<file path="config.mk">
export PLATFORM = sky130hd
export DESIGN_NAME = rule_cam_coproc
export DESIGN_NICKNAME = d
export VERILOG_FILES = /design/src/rtl/cam_coproc_pkg.sv /design/src/rtl/cam_rule_table.sv /design/src/rtl/cop_rr_arbiter.sv /design/src/rtl/cop_req_slot.sv /design/src/rtl/rule_cam_coproc.sv
export SDC_FILE = /design/constraint.sdc
export NUM_CORES = 2
export LEC_CHECK = 0
export BUFFER_PORTS_ARGS = -buffer_cell sky130_fd_sc_hd__buf_2
export CORE_UTILIZATION = 60
export DETAILED_ROUTE_END_ITERATION = 6
export PLACE_DENSITY = 0.78
export SLEW_MARGIN = 20
export SYNTH_ARGS = -nofsm -noshare
export SYNTH_HDL_FRONTEND = slang
export SYNTH_SLANG_ARGS = --single-unit
</file>
<file path="constraint.sdc">
create_clock -name clk -period 5.27 [get_ports clk]
set_input_delay 0.7905 -clock clk [delete_from_list [all_inputs] [get_ports clk]]
set_output_delay 0.7905 -clock clk [all_outputs]
set_load 0.05 [all_outputs]
</file>
<file path="src/rtl/cam_coproc_pkg.sv">
`timescale 1ns/1ps
package cam_coproc_pkg;

  typedef enum logic {
    ST_IDLE  = 1'b0,
    ST_SERVE = 1'b1
  } cop_state_e;

endpackage

</file>
<file path="src/rtl/cam_rule_table.sv">
`timescale 1ns/1ps
module cam_rule_table #(
  parameter int ENTRIES = 16,
  parameter int KEY_W   = 32,
  parameter int ACT_W   = 11,
  localparam int IDX_W  = $clog2(ENTRIES)
) (
  input  logic             clk,
  input  logic             rst_n,
  input  logic             wr_en,
  input  logic [IDX_W-1:0] wr_addr,
  input  logic             wr_valid,
  input  logic [KEY_W-1:0] wr_key,
  input  logic [KEY_W-1:0] wr_mask,
  input  logic [ACT_W-1:0] wr_act,
  input  logic [KEY_W-1:0] look_key,
  output logic             look_hit,
  output logic [IDX_W-1:0] look_idx,
  output logic [ACT_W-1:0] look_act
);

  logic [ENTRIES-1:0] vld_q;
  logic [KEY_W-1:0]   key_q  [ENTRIES];
  logic [KEY_W-1:0]   mask_q [ENTRIES];
  logic [ACT_W-1:0]   act_q  [ENTRIES];
  logic [ENTRIES-1:0] match_vec;

  // valid bits are the only table state that needs a reset value
  always_ff @(posedge clk or negedge rst_n) begin
    if (!rst_n) begin
      vld_q <= '0;
    end else if (wr_en) begin
      vld_q[wr_addr] <= wr_valid;
    end
  end

  // key, mask and action storage: clock-enabled, no reset
  always_ff @(posedge clk) begin
    for (int e = 0; e < ENTRIES; e++) begin
      if (wr_en && (wr_addr == IDX_W'(e))) begin
        key_q[e]  <= wr_key;
        mask_q[e] <= wr_mask;
        act_q[e]  <= wr_act;
      end
    end
  end

  // parallel masked compare, one comparator per entry
  genvar g;
  generate
    for (g = 0; g < ENTRIES; g++) begin : g_cmp
      assign match_vec[g] = vld_q[g] && (((look_key ^ key_q[g]) & mask_q[g]) == '0);
    end
  endgenerate

  // priority select: scanning downward leaves the lowest match in place
  always_comb begin
    look_hit = 1'b0;
    look_idx = '0;
    look_act = '0;
    for (int e = ENTRIES - 1; e >= 0; e--) begin
      if (match_vec[e]) begin
        look_hit = 1'b1;
        look_idx = IDX_W'(e);
        look_act = act_q[e];
      end
    end
  end

endmodule

</file>
<file path="src/rtl/cop_rr_arbiter.sv">
`timescale 1ns/1ps
module cop_rr_arbiter #(
  parameter int N      = 8,
  localparam int IW    = (N > 1) ? $clog2(N) : 1
) (
  input  logic [N-1:0]  req,
  input  logic [IW-1:0] ptr,
  output logic          any,
  output logic [IW-1:0] sel
);

  // scan from the farthest offset down so the nearest requester to ptr wins
  always_comb begin
    any = 1'b0;
    sel = '0;
    for (int off = N - 1; off >= 0; off--) begin
      if (req[(int'(ptr) + off) % N]) begin
        any = 1'b1;
        sel = IW'((int'(ptr) + off) % N);
      end
    end
  end

endmodule

</file>
<file path="src/rtl/cop_req_slot.sv">
`timescale 1ns/1ps
module cop_req_slot #(
  parameter int KEY_W = 32,
  parameter int ACT_W = 11,
  parameter int IDX_W = 4
) (
  input  logic             clk,
  input  logic             rst_n,
  input  logic             start,
  input  logic [KEY_W-1:0] key_in,
  input  logic             finish,
  input  logic             res_hit,
  input  logic [IDX_W-1:0] res_idx,
  input  logic [ACT_W-1:0] res_act,
  output logic             pending,
  output logic [KEY_W-1:0] key_q,
  output logic             done,
  output logic             hit,
  output logic [IDX_W-1:0] idx,
  output logic [ACT_W-1:0] act
);

  logic             pend_d, done_d, hit_d;
  logic [KEY_W-1:0] key_d;
  logic [IDX_W-1:0] idx_d;
  logic [ACT_W-1:0] act_d;
  logic             accept;

  // a start is taken only when this requester has nothing outstanding
  assign accept = start && !pending;

  always_comb begin
    pend_d = pending;
    key_d  = key_q;
    done_d = done;
    hit_d  = hit;
    idx_d  = idx;
    act_d  = act;
    if (accept) begin
      pend_d = 1'b1;
      key_d  = key_in;
      done_d = 1'b0;
    end else if (finish) begin
      pend_d = 1'b0;
      done_d = 1'b1;
      hit_d  = res_hit;
      idx_d  = res_idx;
      act_d  = res_act;
    end
  end

  always_ff @(posedge clk or negedge rst_n) begin
    if (!rst_n) begin
      pending <= 1'b0;
      key_q   <= '0;
      done    <= 1'b0;
      hit     <= 1'b0;
      idx     <= '0;
      act     <= '0;
    end else begin
      pending <= pend_d;
      key_q   <= key_d;
      done    <= done_d;
      hit     <= hit_d;
      idx     <= idx_d;
      act     <= act_d;
    end
  end

endmodule

</file>
<file path="src/rtl/rule_cam_coproc.sv">
`timescale 1ns/1ps
module rule_cam_coproc
  import cam_coproc_pkg::*;
#(
  parameter int N_REQ   = 8,
  parameter int ENTRIES = 16,
  parameter int KEY_W   = 32,
  parameter int ACT_W   = 11,
  localparam int IDX_W  = $clog2(ENTRIES),
  localparam int RW     = (N_REQ > 1) ? $clog2(N_REQ) : 1
) (
  input  logic                     clk,
  input  logic                     rst_n,
  input  logic [N_REQ-1:0]         req_start,
  input  logic [N_REQ*KEY_W-1:0]   req_key,
  output logic [N_REQ-1:0]         req_done,
  output logic [N_REQ-1:0]         req_hit,
  output logic [N_REQ*IDX_W-1:0]   req_idx,
  output logic [N_REQ*ACT_W-1:0]   req_action,
  input  logic                     upd_we,
  input  logic [IDX_W-1:0]         upd_addr,
  input  logic                     upd_valid,
  input  logic [KEY_W-1:0]         upd_key,
  input  logic [KEY_W-1:0]         upd_mask,
  input  logic [ACT_W-1:0]         upd_action
);

  cop_state_e       st_q, st_d;
  logic [RW-1:0]    owner_q, owner_d;
  logic [RW-1:0]    ptr_q, ptr_d;
  logic             finish;
  logic             serving;
  logic [N_REQ-1:0] slot_pend;
  logic [N_REQ-1:0] slot_fin;
  logic [KEY_W-1:0] slot_key [N_REQ];
  logic [KEY_W-1:0] look_key;
  logic             arb_any;
  logic [RW-1:0]    arb_sel;
  logic             cam_hit;
  logic [IDX_W-1:0] cam_idx;
  logic [ACT_W-1:0] cam_act;

  assign serving  = (st_q == ST_SERVE);
  assign look_key = slot_key[owner_q];

  cop_rr_arbiter #(.N(N_REQ)) u_arb (
    .req (slot_pend),
    .ptr (ptr_q),
    .any (arb_any),
    .sel (arb_sel)
  );

  cam_rule_table #(
    .ENTRIES (ENTRIES),
    .KEY_W   (KEY_W),
    .ACT_W   (ACT_W)
  ) u_table (
    .clk      (clk),
    .rst_n    (rst_n),
    .wr_en    (upd_we),
    .wr_addr  (upd_addr),
    .wr_valid (upd_valid),
    .wr_key   (upd_key),
    .wr_mask  (upd_mask),
    .wr_act   (upd_action),
    .look_key (look_key),
    .look_hit (cam_hit),
    .look_idx (cam_idx),
    .look_act (cam_act)
  );

  genvar s;
  generate
    for (s = 0; s < N_REQ; s++) begin : g_slot
      assign slot_fin[s] = finish && (owner_q == RW'(s));
      cop_req_slot #(
        .KEY_W (KEY_W),
        .ACT_W (ACT_W),
        .IDX_W (IDX_W)
      ) u_slot (
        .clk     (clk),
        .rst_n   (rst_n),
        .start   (req_start[s]),
        .key_in  (req_key[s*KEY_W +: KEY_W]),
        .finish  (slot_fin[s]),
        .res_hit (cam_hit),
        .res_idx (cam_idx),
        .res_act (cam_act),
        .pending (slot_pend[s]),
        .key_q   (slot_key[s]),
        .done    (req_done[s]),
        .hit     (req_hit[s]),
        .idx     (req_idx[s*IDX_W +: IDX_W]),
        .act     (req_action[s*ACT_W +: ACT_W])
      );
    end
  endgenerate

  // grant in idle, search in serve; a table write postpones the search
  always_comb begin
    st_d    = st_q;
    owner_d = owner_q;
    ptr_d   = ptr_q;
    finish  = 1'b0;
    case (st_q)
      ST_IDLE: begin
        if (arb_any) begin
          st_d    = ST_SERVE;
          owner_d = arb_sel;
        end
      end
      ST_SERVE: begin
        if (!upd_we) begin
          finish = 1'b1;
          st_d   = ST_IDLE;
          ptr_d  = (owner_q == RW'(N_REQ - 1)) ? '0 : owner_q + RW'(1);
        end
      end
      default: st_d = ST_IDLE;
    endcase
  end

  always_ff @(posedge clk or negedge rst_n) begin
    if (!rst_n) begin
      st_q    <= ST_IDLE;
      owner_q <= '0;
      ptr_q   <= '0;
    end else begin
      st_q    <= st_d;
      owner_q <= owner_d;
      ptr_q   <= ptr_d;
    end
  end

endmodule

</file>
## After elaboration in Yosys (flattened, before gate mapping)

Memory sizes are Yosys's and may differ from the RTL's.
Cells that the tools add are included.

| word-level totals | value |
|---|---|
| latch bits | 0 |
| register bits | 423 |
| logic and storage cells | 589 |
| output and inout bits | 136 |
| bits of input ports | 347 |
| RAM bits | 1200 |
| memories | 3 |
| bits in read-only memories | 0 |

Memory list:

| name | depth | bits a word | rd ports | clocked after Yosys merged registers in | write ports | line | RTL |
|---|---|---|---|---|---|---|---|
| u_table.key_q | 16 | 32 | 16 | 0 | 1 | cam_rule_table.sv:23 | `logic [KEY_W-1:0] key_q [ENTRIES];` |
| u_table.mask_q | 16 | 32 | 16 | 0 | 1 | cam_rule_table.sv:24 | `logic [KEY_W-1:0] mask_q [ENTRIES];` |
| u_table.act_q | 16 | 11 | 16 | 0 | 1 | cam_rule_table.sv:25 | `logic [ACT_W-1:0] act_q [ENTRIES];` |

| cells by class | value |
|---|---|
| div/mod/pow operators | 0 |
| reductions and logical operators | 145 |
| equal/unequal tests | 22 |
| bitwise logic cells | 50 |
| shift operators | 0 |
| $mul | 0 |
| muxes and demuxes | 298 |
| magnitude comparators | 11 |
| $add $sub $neg | 8 |

Operators with widths:

| kind | count |
|---|---|
| 2-to-1 mux 32 bit | 32 |
| OR reduction 32 bit | 30 |
| AND 32 bit | 16 |
| logical NOT 32 bit | 16 |
| bitwise XOR 32 bit | 16 |
| 2-to-1 mux 11 bit | 31 |
| 2-to-1 mux 4 bit | 61 |
| OR reduction 11 bit | 15 |
| 2-to-1 mux 1 bit | 153 |
| binary-select mux 32 bit (select 3 bit) | 1 |
| logical AND 1 bit | 49 |
| less-than comparator 4 x 5 -> 1 bit, second input constant | 8 |
| equality test 4 bit, second input constant | 8 |
| 2-to-1 mux 3 bit | 9 |
| binary-select mux 1 bit (select 3 bit) | 8 |
| OR reduction 3 bit | 7 |
| AND reduction 2 bit | 10 |
| bitwise mux 16 bit | 1 |
| equality test 4 x 3 -> 1 bit, second input constant | 4 |
| nonzero test 2 bit | 8 |
| adder 3 bit, second input constant | 4 |
| equality test 3 bit, second input constant | 4 |
| NOT 1 bit | 10 |
| equality test 4 x 2 -> 1 bit, second input constant | 2 |
| other kinds (15) | 31 |

## Longest topological paths before layout

| logic depth | value |
|---|---|
| depth after elaboration | 24 |
| gate-level depth with buffers | 19 |
| gate-level depth less buffers | 13 |

## Cells and area by module

Synthesis repeated with hierarchy kept, for this count alone.

| unflattened totals | value |
|---|---|
| cells, all modules | 3640 |
| area, all modules | 64814.7 um^2 |

By module, submodules not included:

| module | cells an instance | area each (um^2) | instances | sequential area each (um^2) |
|---|---|---|---|---|
| cam_rule_table | 2515 | 46163.0 | 1 | 36434.9 |
| cop_req_slot | 110 | 1914.3 | 8 | 1251.2 |
| rule_cam_coproc | 155 | 2555.0 | 1 | 175.2 |
| cop_rr_arbiter | 90 | 782.0 | 1 | 0.0 |

## Worst setup path after synthesis

Ideal clock, no wire load.

| timing path | value |
|---|---|
| path kind | input to register |
| start point | in upd_addr[0] |
| end point | reg u_table.vld_q[0] |
| slack | -1828 ps |
| library setup time | 386 ps |
| path buffers | 0 |
| required time | 4884 ps |
| arrival time | 6713 ps |
| cell stages on the path | 3 |
| cell sequence | or3b_2 > nor3_1 > o21ai_0 |

| between the ends | value |
|---|---|
| longest elaborated chain between the ends | 5 |
| elaborated cells between the ends (all ways) | 6 |
| those cells by class | 2 x order compare; 3 x mux; 1 x reduce/logical |

Ends and longest elaborated chain:

| element | line | RTL |
|---|---|---|
| start, declared | rule_cam_coproc.sv:21 | `input logic [IDX_W-1:0] upd_addr,` |
| less-than comparator 4 x 5 -> 1 bit (implied by the code) / greater-or-equal comparator 4 x 1 -> 1 bit (equally long branches) | cam_rule_table.sv:33 | `vld_q[wr_addr] <= wr_valid;` |
| logical AND 1 bit (implied by the code) | cam_rule_table.sv:33 |  |
| 2-to-1 mux 1 bit (implied by the code) | cam_rule_table.sv:33 |  |
| demux 1 bit (select 4 bit) * | -- |  |
| bitwise mux 16 bit * | cam_rule_table.sv:33 |  |
| end signal, assigned by index | cam_rule_table.sv:33 |  |
| end, declared | cam_rule_table.sv:22 | `logic [ENTRIES-1:0] vld_q;` |

Every way passes the cells marked *; elsewhere a longest branch is shown, timed or not.
A chain may end at the register's enable or synchronous reset.

## Worst setup path in the final report

| timing path | value |
|---|---|
| start point | reg owner_q[0] |
| end point | reg g_slot[1].u_slot.hit |

| between the ends | value |
|---|---|
| longest elaborated chain between the ends | 24 |
| elaborated cells between the ends (all ways) | 87 |
| those cells by class | 1 x eq/ne; 19 x mux; 33 x bitwise; 34 x reduce/logical |

Ends and longest elaborated chain:

| element | line | RTL |
|---|---|---|
| start, declared | rule_cam_coproc.sv:29 | `logic [RW-1:0] owner_q, owner_d;` |
| start signal, assigned | rule_cam_coproc.sv:130 | `owner_q <= owner_d;` |
| NOT 3 -> 4 bit (implied by the code) | rule_cam_coproc.sv:44 | `assign look_key = slot_key[owner_q];` |
| binary-select mux 32 bit (select 3 bit) | rule_cam_coproc.sv:44 |  |
| 2-to-1 mux 32 bit (implied by the code) (2 in a row) | rule_cam_coproc.sv:44 |  |
| bitwise XOR 32 bit | cam_rule_table.sv:52 | `assign match_vec[g] = vld_q[g] && (((look_key ^ key_q[g]) & mask_q[g]) == '0);` |
| AND 32 bit | cam_rule_table.sv:52 |  |
| logical NOT 32 bit | cam_rule_table.sv:52 |  |
| logical AND 1 bit | cam_rule_table.sv:52 |  |
| 2-to-1 mux 1 bit (16 in a row) | cam_rule_table.sv:62 | `if (match_vec[e]) begin` |
| end signal, assigned | cop_req_slot.sv:64 | `hit <= hit_d;` |
| end, declared | cop_req_slot.sv:18 | `output logic hit,` |

Several ways; a longest one is shown, not always the timed one. The select of a mux whose other input is x is not followed.

==> key figures <==
Detailed routing
  – Post-route ant nets: 0
  – DRC Markers: 0
  – Vias: about 45k
  – Initial DRT Pass Iterations: 6
  – Initial DRC Count: 6795
  – Drt wl/cell: 32.0 µm
  – Routed WL: around 220000 µm
  – Vias/cell: 6.51

Floorplanning
  – Die Y: about 340 µm
  – Die width: between 300 and 400 µm
  – Core ar.: 0.111 mm²
  – Die area: 0.114 mm²
  – Cell Rows: 122
  – Io pins: 483
  – Initial Utilization: 60.8%

Timing
  – Slew headroom: 19.5%
  – RSZ-0062 raised after global routing: no
  – Final hold violations: 0
  – Fmax: about 190 MHz
  – Post-route clock period utilization: 99.3%
  – Clk_skew: between 0.04 and 0.05 ns
  – Fin crit period: 5.23 ns
  – Slew Limit Fails: 0
  – Least-Margin Pin Slew: 1.19 ns
  – Final setup fails: 0
  – Fin Setup TNS: 0 ns

Synth
  – Syn nets: 4964
  – Yosys reg bits: 1623
  – Post-synth top flop: edfxtp_1
  – Synth unique cells: 86
  – Cell area after synthesis: 0.0676 mm²
  – Part of the Yosys area used for sequential elements: 68.9%
  – Warnings from Yosys: 0
  – Async SR Flop Fraction: 26.1%
  – Synth Instances: 4609
  – Synth Area per Inst: 14.7 µm²
  – Post-synth EDFFs: 1200

GRT
  – Total grt overflow: 0
  – Vias in the first global route: 43.3k
  – Pin count of the biggest net entering global routing: about 140
  – Antenna violations before repair: 26
  – First-pass GRT wire length: 308000 µm
  – GRT Overall Usage: 38.8%

Placed design
  – Inst Count DP: 6659
  – GP Congestion: 0.989
  – Cell Area, Placed: between 0.07 and 0.08 mm²
  – Port Buffers: a little under 500
  – DP HPWL: 150000 µm

Clocking
  – Worst skew pair latency: 0.80 ns
  – Clk sink count: 1623
  – Root Driver: clkbuf_16
  – Max clock buf depth: 3
  – Inserted Clock Buffers: around 160
  – Clock transition at the registers of the reported paths: around 0.06 ns
  – Htree depth: 4
  – CTS tree: done

Cells and area
  – Area delta synth->final: 16.8%
  – Most common cell after layout, fill and taps aside: edfxtp_1
  – # nets final: around 5.7k
  – Final core occ: 71.1%
  – Post-Layout Cell Count: ~7.0k
  – Number of fill cells: 7236
  – Layout cells sized above 1: about a quarter
  – Most frequent cells in the layout: edfxtp_1, nand2_1, buf_2
  – Final instance area: ~0.079 mm²

Critical path
  – Worst setup EP type: register
  – Startpoint types: register
  – CP bufs+invs: 5
  – WP data arrival: 5.88 ns
  – Critical path data required time: just under 6 ns
  – Worst Setup SP: owner_q[0]$_DFFE_PN0P_
  – Crit path max fanout: 21
  – FF-to-FF Start: owner_q[0]$_DFFE_PN0P_
  – Top delay family on crit path: simple AND/OR/NAND/NOR gates
  – Worst Setup Path Type: reg2reg
  – CP peak stage delay: 0.58 ns
  – CP dominant cell by count: buf_4
  – Critical-path cell list: buf_12 > nand2_1 > buf_4 > o22ai_1 > a221oi_4 > buf_4 > xor2_1 > a22oi_1 > and4_1 > and3_1 > nor2_1 > buf_4 > nand4b_1 > or4_1 > buf_4 > mux2_2
  – Worst path slowest cell: dfrtp_4

Power
  – Logic pwr share: 39.7%
  – PwrDens: 569 mW/mm²
  – Pleak: 30.2 nW
  – Internal power: 0.0279 W
  – Register share of total power: approximately 35%
  – Peak VDD IR: 0.632 mV
  – Net Sw Frac: 37.9%
  – P_sw: roughly 0.017 W
  – Clk network pwr share: 24.9%

Hold path
  – Hold Crit Class: in2reg
  – Hold Path Origin: req_key[121]

Run
  – Max-cap violations: 0

Status
  – Status: completed
==> cells by family (layout without fill, tap and decap cells) <==
family	after synthesis	after routing	synth area share, %
buffers and inverters	290	1162	2.09
AO/OA/AOI/OAI	696	696	7.99
multiplexers	505	505	8.16
AND/OR/NAND/NOR	1164	1164	8.48
other	0	13	0
XOR/XNOR	323	323	4.18
flip-flops	1623	1623	68.9
adder cells (fa/ha/maj)	8	8	0.148
==> cell type report <==
cell class	instances	area, µm²	share of cell area [%]
diodes	13	32.5	0.0412
flip-flops and latches	1623	46600	59.0
clock inverters	63	577	0.730
multi-input cells	2696	19900	25.2
well taps	1488	1860	2.36
clock buffers	233	4540	5.75
repair buffers	767	5060	6.40
inverters	99	372	0.470
==> synthesized netlist by cell type, types with 21 or more instances <==
master	number	area, µm²
a2111oi_0	55	482
a21boi_0	31	233
a21oi_1	25	125
a22o_1	23	201
a22oi_1	123	923
and4_1	24	210
buf_2	39	195
buf_4	32	240
clkbuf_1	87	327
dfrtp_1	423	10600
edfxtp_1	1200	36000
inv_1	99	372
mux2_2	267	3010
mux2i_1	225	2250
nand2_1	627	2350
nand2b_1	138	863
nand4_1	30	188
nand4b_1	77	674
nor2_1	104	390
nor3_1	28	140
nor4_1	31	194
o2111ai_1	25	219
o211ai_1	21	158
o21ai_0	172	861
o21ai_1	27	135
o22ai_1	34	213
xnor2_1	96	841
xor2_1	227	1990
==> path summary, 6_finish.rpt <==
check	end	slack (ns)	cells after the start
max in group asynchronous	g_slot[0].u_slot.act[6]$_DFFE_PN0P_	3.51	3
hold / removal	g_slot[3].u_slot.key_q[25]$_DFFE_PN0P_	0.21	3
hold reg to reg	g_slot[6].u_slot.key_q[30]$_DFFE_PN0P_	0.47	2
setup / recovery	g_slot[1].u_slot.hit$_DFFE_PN0P_	0.04	16
min in group asynchronous	g_slot[3].u_slot.hit$_DFFE_PN0P_	0.53	2
setup reg to reg	g_slot[1].u_slot.hit$_DFFE_PN0P_	0.04	16
==> per-layer routing <==
| layer | vias up | GRT usage, % | wire length [µm] |
|---|---|---|---|
| met2 | 3421 | 58.4 | 98600 |
| met3 | 661 | 8.84 | 28700 |
| met4 | 0 | 22.2 | 14300 |
| li1 | 18900 | - | - |
| met1 | 22500 | 52.5 | 81500 |
| met5 | - | 0 | 0 |
==> power by group through the flow <==
stage	sequential, W	combinational (W)	clock [W]
after CTS	0.0159	0.0172	0.0112
after floorplan	0.0157	0.00979	0
after global placement	0.0161	0.0167	0
after global routing	0.0160	0.0183	0.0117
final	0.0159	0.0179	0.0112
after detailed placement	0.0162	0.0169	0
==> worst reg2reg max path: stages (launching register included) <==
cell,delay [ns]
dfrtp_4,0.58
buf_12,0.21
nand2_1,0.28
buf_4,0.21
o22ai_1,0.16
a221oi_4,0.38
buf_4,0.30
xor2_1,0.16
a22oi_1,0.21
and4_1,0.36
and3_1,0.23
nor2_1,0.58
buf_4,0.26
nand4b_1,0.23
or4_1,0.48
buf_4,0.19
mux2_2,0.27
==> flip-flops by register name, summed over array words and instances (netlist names) <==
| name | cells |
|---|---|
| g_slot.u_slot.act | 88 |
| serving | 1 |
| owner_q | 3 |
| g_slot.u_slot.key_q | 256 |
| ptr_q | 3 |
| g_slot.u_slot.hit | 8 |
| g_slot.u_slot.pending | 8 |
| u_table.key_q | 512 |
| u_table.mask_q | 512 |
| g_slot.u_slot.done | 8 |
| u_table.act_q | 176 |
| g_slot.u_slot.idx | 32 |
| u_table.vld_q | 16 |
==> timing repair <==
item | in CTS | in global routing
endpoints found under the hold margin | 44 | 0
gates resized for setup | 4 | 20
setup buffers | 3 | 9
pin swaps | 1 | 1
hold buffers | 1 | 0
setup endpoints to repair | 128 | 106
==> per-stage QoR <==
step	power (W)	setup slack, ns	hold slack (ns)
floorplan	0.0255	0.101	0.438
global placement	0.0328	-0.371	0.453
detailed placement	0.0331	-0.443	0.461
CTS	0.0443	0.0236	0.174
global route	0.0460	0.00434	0.198
finish	0.0450	0.0376	0.208
Power figures use the tool's default switching activity.
